### src/rtl/ujb_pkg.sv
// Shared constants for the JTAG user-register bridge.
// Assumes 4-bit register addresses and 32-bit register words.
package ujb_pkg;
    localparam int UJB_DATA_W      = 32;
    localparam int UJB_ADDR_W      = 4;
    localparam int UJB_FIFO_DEPTH  = 16;
    localparam int UJB_JOB_ADDR    = 11;
    localparam int UJB_RESULT_ADDR = 14;
endpackage

### src/rtl/ujb_frame_rx.sv
// Collects a data-register scan and decodes it on update.
// Decodes write frames (DATA_W+ADDR_W+2 bits) and read frames (ADDR_W+2 bits).
// Assumes capture, shift and update are one-cycle strobes in the clk domain.
module ujb_frame_rx
    import ujb_pkg::*;
#(
    parameter int DATA_W   = UJB_DATA_W,
    parameter int ADDR_W   = UJB_ADDR_W,
    parameter int JOB_ADDR = UJB_JOB_ADDR
) (
    input  logic              clk,
    input  logic              rst_n,
    input  logic              capture_i,
    input  logic              shift_i,
    input  logic              update_i,
    input  logic              tdi_i,
    output logic              wr_en_o,
    output logic [ADDR_W-1:0] wr_addr_o,
    output logic [DATA_W-1:0] wr_data_o,
    output logic              job_start_o,
    output logic              rd_req_o,
    output logic [ADDR_W-1:0] rd_addr_o
);
    localparam int WR_LEN = DATA_W + ADDR_W + 2;
    localparam int RD_LEN = ADDR_W + 2;
    localparam int CNT_W  = $clog2(WR_LEN + 2);

    logic [WR_LEN-1:0] sr_q;
    logic [CNT_W-1:0]  cnt_q;
    logic [RD_LEN-1:0] rd_frame;
    logic              wr_ok, rd_ok;
    logic [ADDR_W-1:0] frame_addr;

    // Shift register (first bit ends at bit 0) and saturating bit counter.
    always_ff @(posedge clk) begin
        if (!rst_n) begin
            sr_q  <= '0;
            cnt_q <= '0;
        end else if (capture_i) begin
            cnt_q <= '0;
        end else if (shift_i) begin
            sr_q <= {tdi_i, sr_q[WR_LEN-1:1]};
            if (cnt_q != '1) cnt_q <= cnt_q + 1'b1;
        end
    end

    // Frame decode: length, odd parity and the write flag must all match.
    always_comb begin
        rd_frame   = sr_q[WR_LEN-1 -: RD_LEN];
        frame_addr = sr_q[DATA_W +: ADDR_W];
        wr_ok = update_i && (cnt_q == CNT_W'(WR_LEN)) && (^sr_q) && sr_q[WR_LEN-2];
        rd_ok = update_i && (cnt_q == CNT_W'(RD_LEN)) && (^rd_frame) && !rd_frame[ADDR_W];
    end

    // Registered write strobe, job pulse and read request.
    always_ff @(posedge clk) begin
        if (!rst_n) begin
            wr_en_o     <= 1'b0;
            job_start_o <= 1'b0;
            rd_req_o    <= 1'b0;
            wr_addr_o   <= '0;
            wr_data_o   <= '0;
            rd_addr_o   <= '0;
        end else begin
            wr_en_o     <= wr_ok;
            job_start_o <= wr_ok && (frame_addr == ADDR_W'(JOB_ADDR));
            rd_req_o    <= rd_ok;
            if (wr_ok) begin
                wr_addr_o <= frame_addr;
                wr_data_o <= sr_q[DATA_W-1:0];
            end
            if (rd_ok) rd_addr_o <= rd_frame[ADDR_W-1:0];
        end
    end

    AST_WR_AFTER_UPDATE: assert property (@(posedge clk) disable iff (!rst_n)
        wr_en_o |-> $past(update_i));
    AST_WR_ONE_CYCLE: assert property (@(posedge clk) disable iff (!rst_n)
        wr_en_o |=> !wr_en_o);
    AST_JOB_IS_WRITE: assert property (@(posedge clk) disable iff (!rst_n)
        job_start_o |-> (wr_en_o && wr_addr_o == ADDR_W'(JOB_ADDR)));
    AST_RD_WR_EXCL: assert property (@(posedge clk) disable iff (!rst_n)
        !(wr_en_o && rd_req_o));
endmodule

### src/rtl/ujb_result_fifo.sv
// Result queue filled by the compute core and drained by reads.
// Drops a push made while full (unless a pop frees a slot the same cycle)
// and sets a sticky overflow flag. Assumes DEPTH is a power of two.
module ujb_result_fifo
    import ujb_pkg::*;
#(
    parameter int DATA_W = UJB_DATA_W,
    parameter int DEPTH  = UJB_FIFO_DEPTH
) (
    input  logic              clk,
    input  logic              rst_n,
    input  logic              push_i,
    input  logic [DATA_W-1:0] push_data_i,
    input  logic              pop_i,
    output logic [DATA_W-1:0] head_o,
    output logic              empty_o,
    output logic              overflow_o
);
    localparam int PTR_W = $clog2(DEPTH);
    localparam int CNT_W = PTR_W + 1;

    logic [DATA_W-1:0] mem_q [DEPTH];
    logic [PTR_W-1:0]  wptr_q, rptr_q;
    logic [CNT_W-1:0]  count_q;
    logic              full, accept, take;

    // Push is accepted when there is room or a pop frees one.
    always_comb begin
        full    = (count_q == CNT_W'(DEPTH));
        empty_o = (count_q == '0);
        take    = pop_i && !empty_o;
        accept  = push_i && (!full || take);
        head_o  = mem_q[rptr_q];
    end

    // Storage write, no reset needed.
    always_ff @(posedge clk) begin
        if (accept) mem_q[wptr_q] <= push_data_i;
    end

    // Pointers, occupancy and sticky overflow.
    always_ff @(posedge clk) begin
        if (!rst_n) begin
            wptr_q     <= '0;
            rptr_q     <= '0;
            count_q    <= '0;
            overflow_o <= 1'b0;
        end else begin
            if (accept) wptr_q <= wptr_q + 1'b1;
            if (take)   rptr_q <= rptr_q + 1'b1;
            case ({accept, take})
                2'b10:   count_q <= count_q + 1'b1;
                2'b01:   count_q <= count_q - 1'b1;
                default: count_q <= count_q;
            endcase
            if (push_i && !accept) overflow_o <= 1'b1;
        end
    end

    AST_LEVEL_BOUND: assert property (@(posedge clk) disable iff (!rst_n)
        count_q <= CNT_W'(DEPTH));
    AST_OVF_STICKY: assert property (@(posedge clk) disable iff (!rst_n)
        overflow_o |=> overflow_o);
    AST_POP_NONEMPTY: assert property (@(posedge clk) disable iff (!rst_n)
        pop_i |-> !empty_o);
endmodule

### src/rtl/ujb_readout.sv
// Holds a pending read request and, at capture, loads the register value,
// the FIFO head or all ones into the output shifter, popping the FIFO
// once per read of the result address. TDO is the shifter's bit 0.
module ujb_readout
    import ujb_pkg::*;
#(
    parameter int DATA_W      = UJB_DATA_W,
    parameter int ADDR_W      = UJB_ADDR_W,
    parameter int RESULT_ADDR = UJB_RESULT_ADDR
) (
    input  logic              clk,
    input  logic              rst_n,
    input  logic              capture_i,
    input  logic              shift_i,
    input  logic              rd_req_i,
    input  logic [ADDR_W-1:0] rd_addr_i,
    input  logic [DATA_W-1:0] reg_data_i,
    input  logic [DATA_W-1:0] fifo_head_i,
    input  logic              fifo_empty_i,
    output logic              pop_o,
    output logic              tdo_o
);
    logic              pending_q;
    logic [DATA_W-1:0] out_q;
    logic [DATA_W-1:0] load_val;
    logic              sel_fifo;

    // Choose the word to load and whether this capture pops the FIFO.
    always_comb begin
        sel_fifo = (rd_addr_i == ADDR_W'(RESULT_ADDR));
        pop_o    = capture_i && pending_q && sel_fifo && !fifo_empty_i;
        if (!pending_q)        load_val = '1;
        else if (!sel_fifo)    load_val = reg_data_i;
        else if (fifo_empty_i) load_val = '1;
        else                   load_val = fifo_head_i;
        tdo_o = out_q[0];
    end

    // Pending flag: set by a request, consumed by the next capture.
    always_ff @(posedge clk) begin
        if (!rst_n)         pending_q <= 1'b0;
        else if (rd_req_i)  pending_q <= 1'b1;
        else if (capture_i) pending_q <= 1'b0;
    end

    // Output shifter: load on capture, shift right filling ones.
    always_ff @(posedge clk) begin
        if (!rst_n)         out_q <= '1;
        else if (capture_i) out_q <= load_val;
        else if (shift_i)   out_q <= {1'b1, out_q[DATA_W-1:1]};
    end

    AST_SHIFT_FILL: assert property (@(posedge clk) disable iff (!rst_n)
        (shift_i && !capture_i) |=> out_q[DATA_W-1]);
    AST_POP_NEEDS_CAPTURE: assert property (@(posedge clk) disable iff (!rst_n)
        pop_o |=> !pending_q);
endmodule

### src/rtl/jtag_regbridge.sv
// Top of the JTAG user-register bridge: frame decoder, result FIFO and
// read-out shifter. The register bank is external; its read port is
// combinational on reg_rd_addr.
module jtag_regbridge
    import ujb_pkg::*;
(
    input  logic                  clk,
    input  logic                  rst_n,
    input  logic                  dr_capture,
    input  logic                  dr_shift,
    input  logic                  dr_update,
    input  logic                  tdi,
    output logic                  tdo,
    output logic                  reg_wr_en,
    output logic [UJB_ADDR_W-1:0] reg_wr_addr,
    output logic [UJB_DATA_W-1:0] reg_wr_data,
    output logic                  job_start,
    output logic [UJB_ADDR_W-1:0] reg_rd_addr,
    input  logic [UJB_DATA_W-1:0] reg_rd_data,
    input  logic                  result_valid,
    input  logic [UJB_DATA_W-1:0] result_data,
    output logic                  result_overflow
);
    logic                  rd_req;
    logic                  fifo_pop, fifo_empty;
    logic [UJB_DATA_W-1:0] fifo_head;

    ujb_frame_rx #(.DATA_W(UJB_DATA_W), .ADDR_W(UJB_ADDR_W), .JOB_ADDR(UJB_JOB_ADDR)) u_rx (
        .clk(clk), .rst_n(rst_n),
        .capture_i(dr_capture), .shift_i(dr_shift), .update_i(dr_update), .tdi_i(tdi),
        .wr_en_o(reg_wr_en), .wr_addr_o(reg_wr_addr), .wr_data_o(reg_wr_data),
        .job_start_o(job_start), .rd_req_o(rd_req), .rd_addr_o(reg_rd_addr)
    );

    ujb_result_fifo #(.DATA_W(UJB_DATA_W), .DEPTH(UJB_FIFO_DEPTH)) u_fifo (
        .clk(clk), .rst_n(rst_n),
        .push_i(result_valid), .push_data_i(result_data), .pop_i(fifo_pop),
        .head_o(fifo_head), .empty_o(fifo_empty), .overflow_o(result_overflow)
    );

    ujb_readout #(.DATA_W(UJB_DATA_W), .ADDR_W(UJB_ADDR_W), .RESULT_ADDR(UJB_RESULT_ADDR)) u_out (
        .clk(clk), .rst_n(rst_n),
        .capture_i(dr_capture), .shift_i(dr_shift),
        .rd_req_i(rd_req), .rd_addr_i(reg_rd_addr), .reg_data_i(reg_rd_data),
        .fifo_head_i(fifo_head), .fifo_empty_i(fifo_empty),
        .pop_o(fifo_pop), .tdo_o(tdo)
    );
endmodule

### config.mk
export PLATFORM = sky130hd
export DESIGN_NAME = jtag_regbridge
export DESIGN_NICKNAME = d
export VERILOG_FILES = /design/src/rtl/ujb_pkg.sv /design/src/rtl/ujb_frame_rx.sv /design/src/rtl/ujb_result_fifo.sv /design/src/rtl/ujb_readout.sv /design/src/rtl/jtag_regbridge.sv
export SDC_FILE = /design/constraint.sdc
export NUM_CORES = 1
export LEC_CHECK = 0
export BUFFER_PORTS_ARGS = -buffer_cell sky130_fd_sc_hd__clkbuf_2
export CORE_MARGIN = 5
export CORE_UTILIZATION = 40
export CTS_BUF_LIST = sky130_fd_sc_hd__clkbuf_8
export DETAILED_ROUTE_END_ITERATION = 10
export PLACE_DENSITY = 0.61
export RECOVER_POWER = 25
export SYNTH_ARGS = -nofsm -noshare
export SYNTH_HDL_FRONTEND = slang
export SYNTH_SLANG_ARGS = --single-unit
### constraint.sdc
create_clock -name clk -period 9.9 [get_ports clk]
set_input_delay 1.485 -clock clk [delete_from_list [all_inputs] [get_ports clk]]
set_output_delay 1.485 -clock clk [all_outputs]
set_load 0.01 [all_outputs]
==> key figures <==
Pwr
  – Switching pwr: ~1.2 mW
  – Net Sw Frac: a little over a fifth
  – Pwr per Cell Area: ~180 mW/mm^2
  – Clock Power Share: between 40% and 50%
  – Leak: about 9.3 nW
  – Total power: between 5 and 6 mW
  – Sequential share of power: a little under three fifths
  – Internal power: approximately 4.2 mW
  – Combinational power share: between 3 and 4%
  – IR drop worst, VDD: roughly 0.12 mV

Logic synthesis
  – Post-Syn Instances: approximately 1700
  – Sequential element share of the synthesized area: 70.1%
  – #FFs+latches synth: 650
  – Async S/R FF share, synth: 0%
  – Synth Area in Compound Gates: between 7 and 8%
  – Largest family of logic cells by synthesized area: multiplexers
  – Cell variety after synth: 42
  – Simple logic cell fraction of the synthesized area: under 10%
  – EDFF count, synth: roughly 510
  – Yosys warning total: 0
  – Adder-Cell Fraction of Synth Area: less than 1%
  – Post-Synthesis Cell Area: approximately 0.026 mm^2
  – Xor and xnor area share after synthesis: under 10%
  – Synth Area per Inst: between 15 and 20 um^2
  – Post-Synthesis Net Count: 1794
  – Main synth FF type: edfxtp_1
  – Post-synthesis mux area share: ~11%

STA
  – Min Tclk post-route: about 4.3 ns
  – Slew margin rel.: about 12%
  – RSZ-0062 raised after global routing: no
  – Final setup vio count: 0
  – Setup TNS Final: 0 ns
  – Tcrit/Tclk final: between 40% and 50%
  – Hold Vio Cnt, Final: 0
  – Final worst slack: ~5.6 ns
  – Fin. max-slew vios: 0
  – Worst-case clock skew: between 0.03 and 0.04 ns
  – Worst-Margin Slew: around 1.3 ns
  – Hold WS: roughly 0.45 ns
  – Fmax: 233 MHz

Floorplan
  – Die width: 264 um
  – Die ar.: about 0.070 mm^2
  – Core Region: 0.0642 mm^2
  – Row cnt: 93
  – Top Ports: ~120
  – Initial Utilization: 40.3%
  – Die H: roughly 260 um

Route
  – Wire per inst: roughly 22 um
  – Via count: around 15000
  – # DRC: 0
  – Routed Antenna Nets: 0
  – Drt pass-1 iters: 5
  – DRT iter0 DRCs: ~1200
  – Vias/cell: around 5.3
  – Post-Route WL: 60000 um

Global routing
  – Gr usage total: between 10% and 20%
  – First-pass GRT wire length: approximately 91000 um
  – Largest net degree at the start of global routing: between 100 and 150
  – Vias in the first global route: about 15000
  – Antenna violations before repair: 1
  – Gr ovfl total: 0

Clocking
  – CTS Buf Count: 103
  – Worst-path clk slew: 0.06 ns
  – Clock Sinks: 650
  – Clock Path Buffers: 3
  – Clock root buffer: clkbuf_8
  – Postcts setup bufs: 0
  – Hold-fix buffers, CTS: 0
  – CTS resizes: 0
  – CTS H-tree lvls: 3
  – Clock latency on the worst-skew pair: roughly 0.70 ns
  – CTS tree: done

Layout
  – Fraction of layout cells with a size suffix above 1: between 15 and 20%
  – Number of nets in the layout: about 1900
  – P&R area growth vs syn: 12.9%
  – Post-layout util: 45.5%

Critical path
  – Critical-path cell list: clkbuf_2 > a311o_1 > and2_1 > nand2_1 > nor3_2 > buf_4
  – CP max stage delay: 1.05 ns
  – Reg-to-reg endpoint: u_fifo.mem_q[1][2]
  – R2R cell count: 6
  – FF-to-FF Start: u_rx.rd_addr_o[0]
  – Flop2flop setup slack: approximately 5.8 ns
  – Worst Path Buf+Inv: 2
  – Crit end category: flop
  – Worst Path Arrival: 4.66 ns
  – Top Family by Delay on Critical Path: simple AND/OR/NAND/NOR gates
  – CP startpoint kind: input pin
  – Critical-path maximum fanout: 38
  – Worst path required time: about 10 ns
  – CP Class: in2reg
  – Slowest stage cell, crit path: nor3_2
  – Setup crit start: dr_capture

Placed design
  – HPWL after DPL: around 36000 um
  – I/O Buffers: about 110
  – GPL Wtd Cong: roughly 0.78
  – Place WS: between 4 and 5 ns

Job
  – Max Cap Viol: 0

Min path
  – Hold endpoint: u_out.pending_q
  – Hold Crit Class: reg2reg
  – Min-Delay Path Depth: 2
  – Hold_sp: u_rx.rd_req_o

Run status
  – Run status: completed
per-layer routing:
| layer | share of wire, % | track usage, % |
|---|---|---|
| met5 | 0 | 0 |
| met4 | 2.4 | 5.01 |
| met3 | 5.1 | 3.08 |
| met2 | 49 | 27.7 |
| met1 | 43 | 22.9 |
synthesized netlist by cell type, types with 14 or more instances:
cell type / n / area (um^2)
edfxtp_1: 512 / 15400
nand2_1: 165 / 619
mux2i_1: 139 / 1390
dfxtp_1: 138 / 2760
a21oi_1: 108 / 541
nor2b_1: 98 / 613
clkbuf_1: 81 / 304
nor2_1: 77 / 289
a211oi_1: 65 / 488
mux4_2: 64 / 1440
nor4_1: 33 / 206
o21ai_0: 33 / 165
a22o_1: 32 / 280
o32a_1: 32 / 320
xnor2_1: 27 / 236
buf_1: 15 / 56.3
buf_2: 14 / 70.1
metrics by stage:
stage	cells	instance area, um^2
after floorplan	1710	25900
after global placement	2580	27300
after detailed placement	2580	27300
after CTS	2758	29200
after global routing	2759	29200
final	2759	29200
area by class of cell:
type	count	area [um^2]
Antenna cell	1	2.50
Clock buffer	111	1530
Clock inverter	67	417
Fill cell	5681	35000
Inverter	9	33.8
Multi-Input combinational cell	935	7330
Sequential cell	650	18100
Tap cell	855	1070
Timing Repair Buffer	131	682
placed cells by master (no fill, tap or decap), types with 4 or more instances in the layout:
master     instances
a211oi_1          65
a21oi_1          108
a22o_1            32
buf_4             16
bufinv_16          4
clkbuf_1          23
clkbuf_2          91
clkbuf_8         111
clkinv_1          13
clkinv_2           7
dfxtp_1          134
edfxtp_1         512
ha_1              12
inv_1             46
mux2i_1          139
mux4_2            64
nand2_1          165
nand4_1            5
nor2_1            63
nor2_4            13
nor2b_1           97
nor3_2             4
nor4_1            33
o21ai_0           33
o32a_1            32
xnor2_1           27
xnor3_1            4
xor2_1            12
worst max path at each step:
stage | depth (start not counted) | slack (ns) | to
3_3_place_gp | 6 | 4.98 | u_fifo.mem_q[1][19]
3_5_place_dp | 6 | 4.88 | u_fifo.mem_q[1][19]
6_report | 6 | 5.60 | u_fifo.mem_q[1][2]
5_1_grt | 6 | 5.48 | u_fifo.mem_q[1][10]
4_1_cts | 6 | 5.63 | u_fifo.mem_q[1][11]
2_1_floorplan | 5 | 5.04 | u_fifo.mem_q[3][0]
worst register-to-register path, delay by kind of cell (launching register included):
family / cells / cell delay [ns]
DFF: 1 / 0.33
AOI/OAI and AO/OA: 1 / 0.34
and+or+nand+nor: 4 / 2.62
buffers and inverters: 1 / 0.47
logic make-up after synthesis:
logic type | count (synthesis)
AOI/OAI and AO/OA | 277
DFF | 650
muxes | 204
xor gates and xnor gates | 44
buffers and inverters | 125
adders and majority gates | 13
and+or+nand+nor | 397
power by group through the flow:
stage	Sequential, mW	Clock, mW	Combinational (mW)
6_report	2.99	2.17	0.175
5_1_grt	2.99	2.36	0.191
4_1_cts	2.99	2.23	0.179
3_5_place_dp	3.05	0	0.179
3_3_place_gp	3.04	0	0.174
2_1_floorplan	3.04	0	0.0836
registers in the layout (all words and copies together) (netlist names), named ones only:
register and count:
u_fifo.overflow_o 1, u_rx.sr_q 38, u_fifo.count_q 5, u_rx.wr_en_o 1
u_rx.job_start_o 1, u_rx.rd_req_o 1, u_fifo.mem_q 512, u_rx.rd_addr_o 4
u_rx.wr_data_o 32, u_fifo.rptr_q 4, u_out.pending_q 1, u_out.out_q 32
u_rx.wr_addr_o 4, u_rx.cnt_q 6, u_fifo.wptr_q 4
Note: power is estimated with default switching activity, not from simulation.
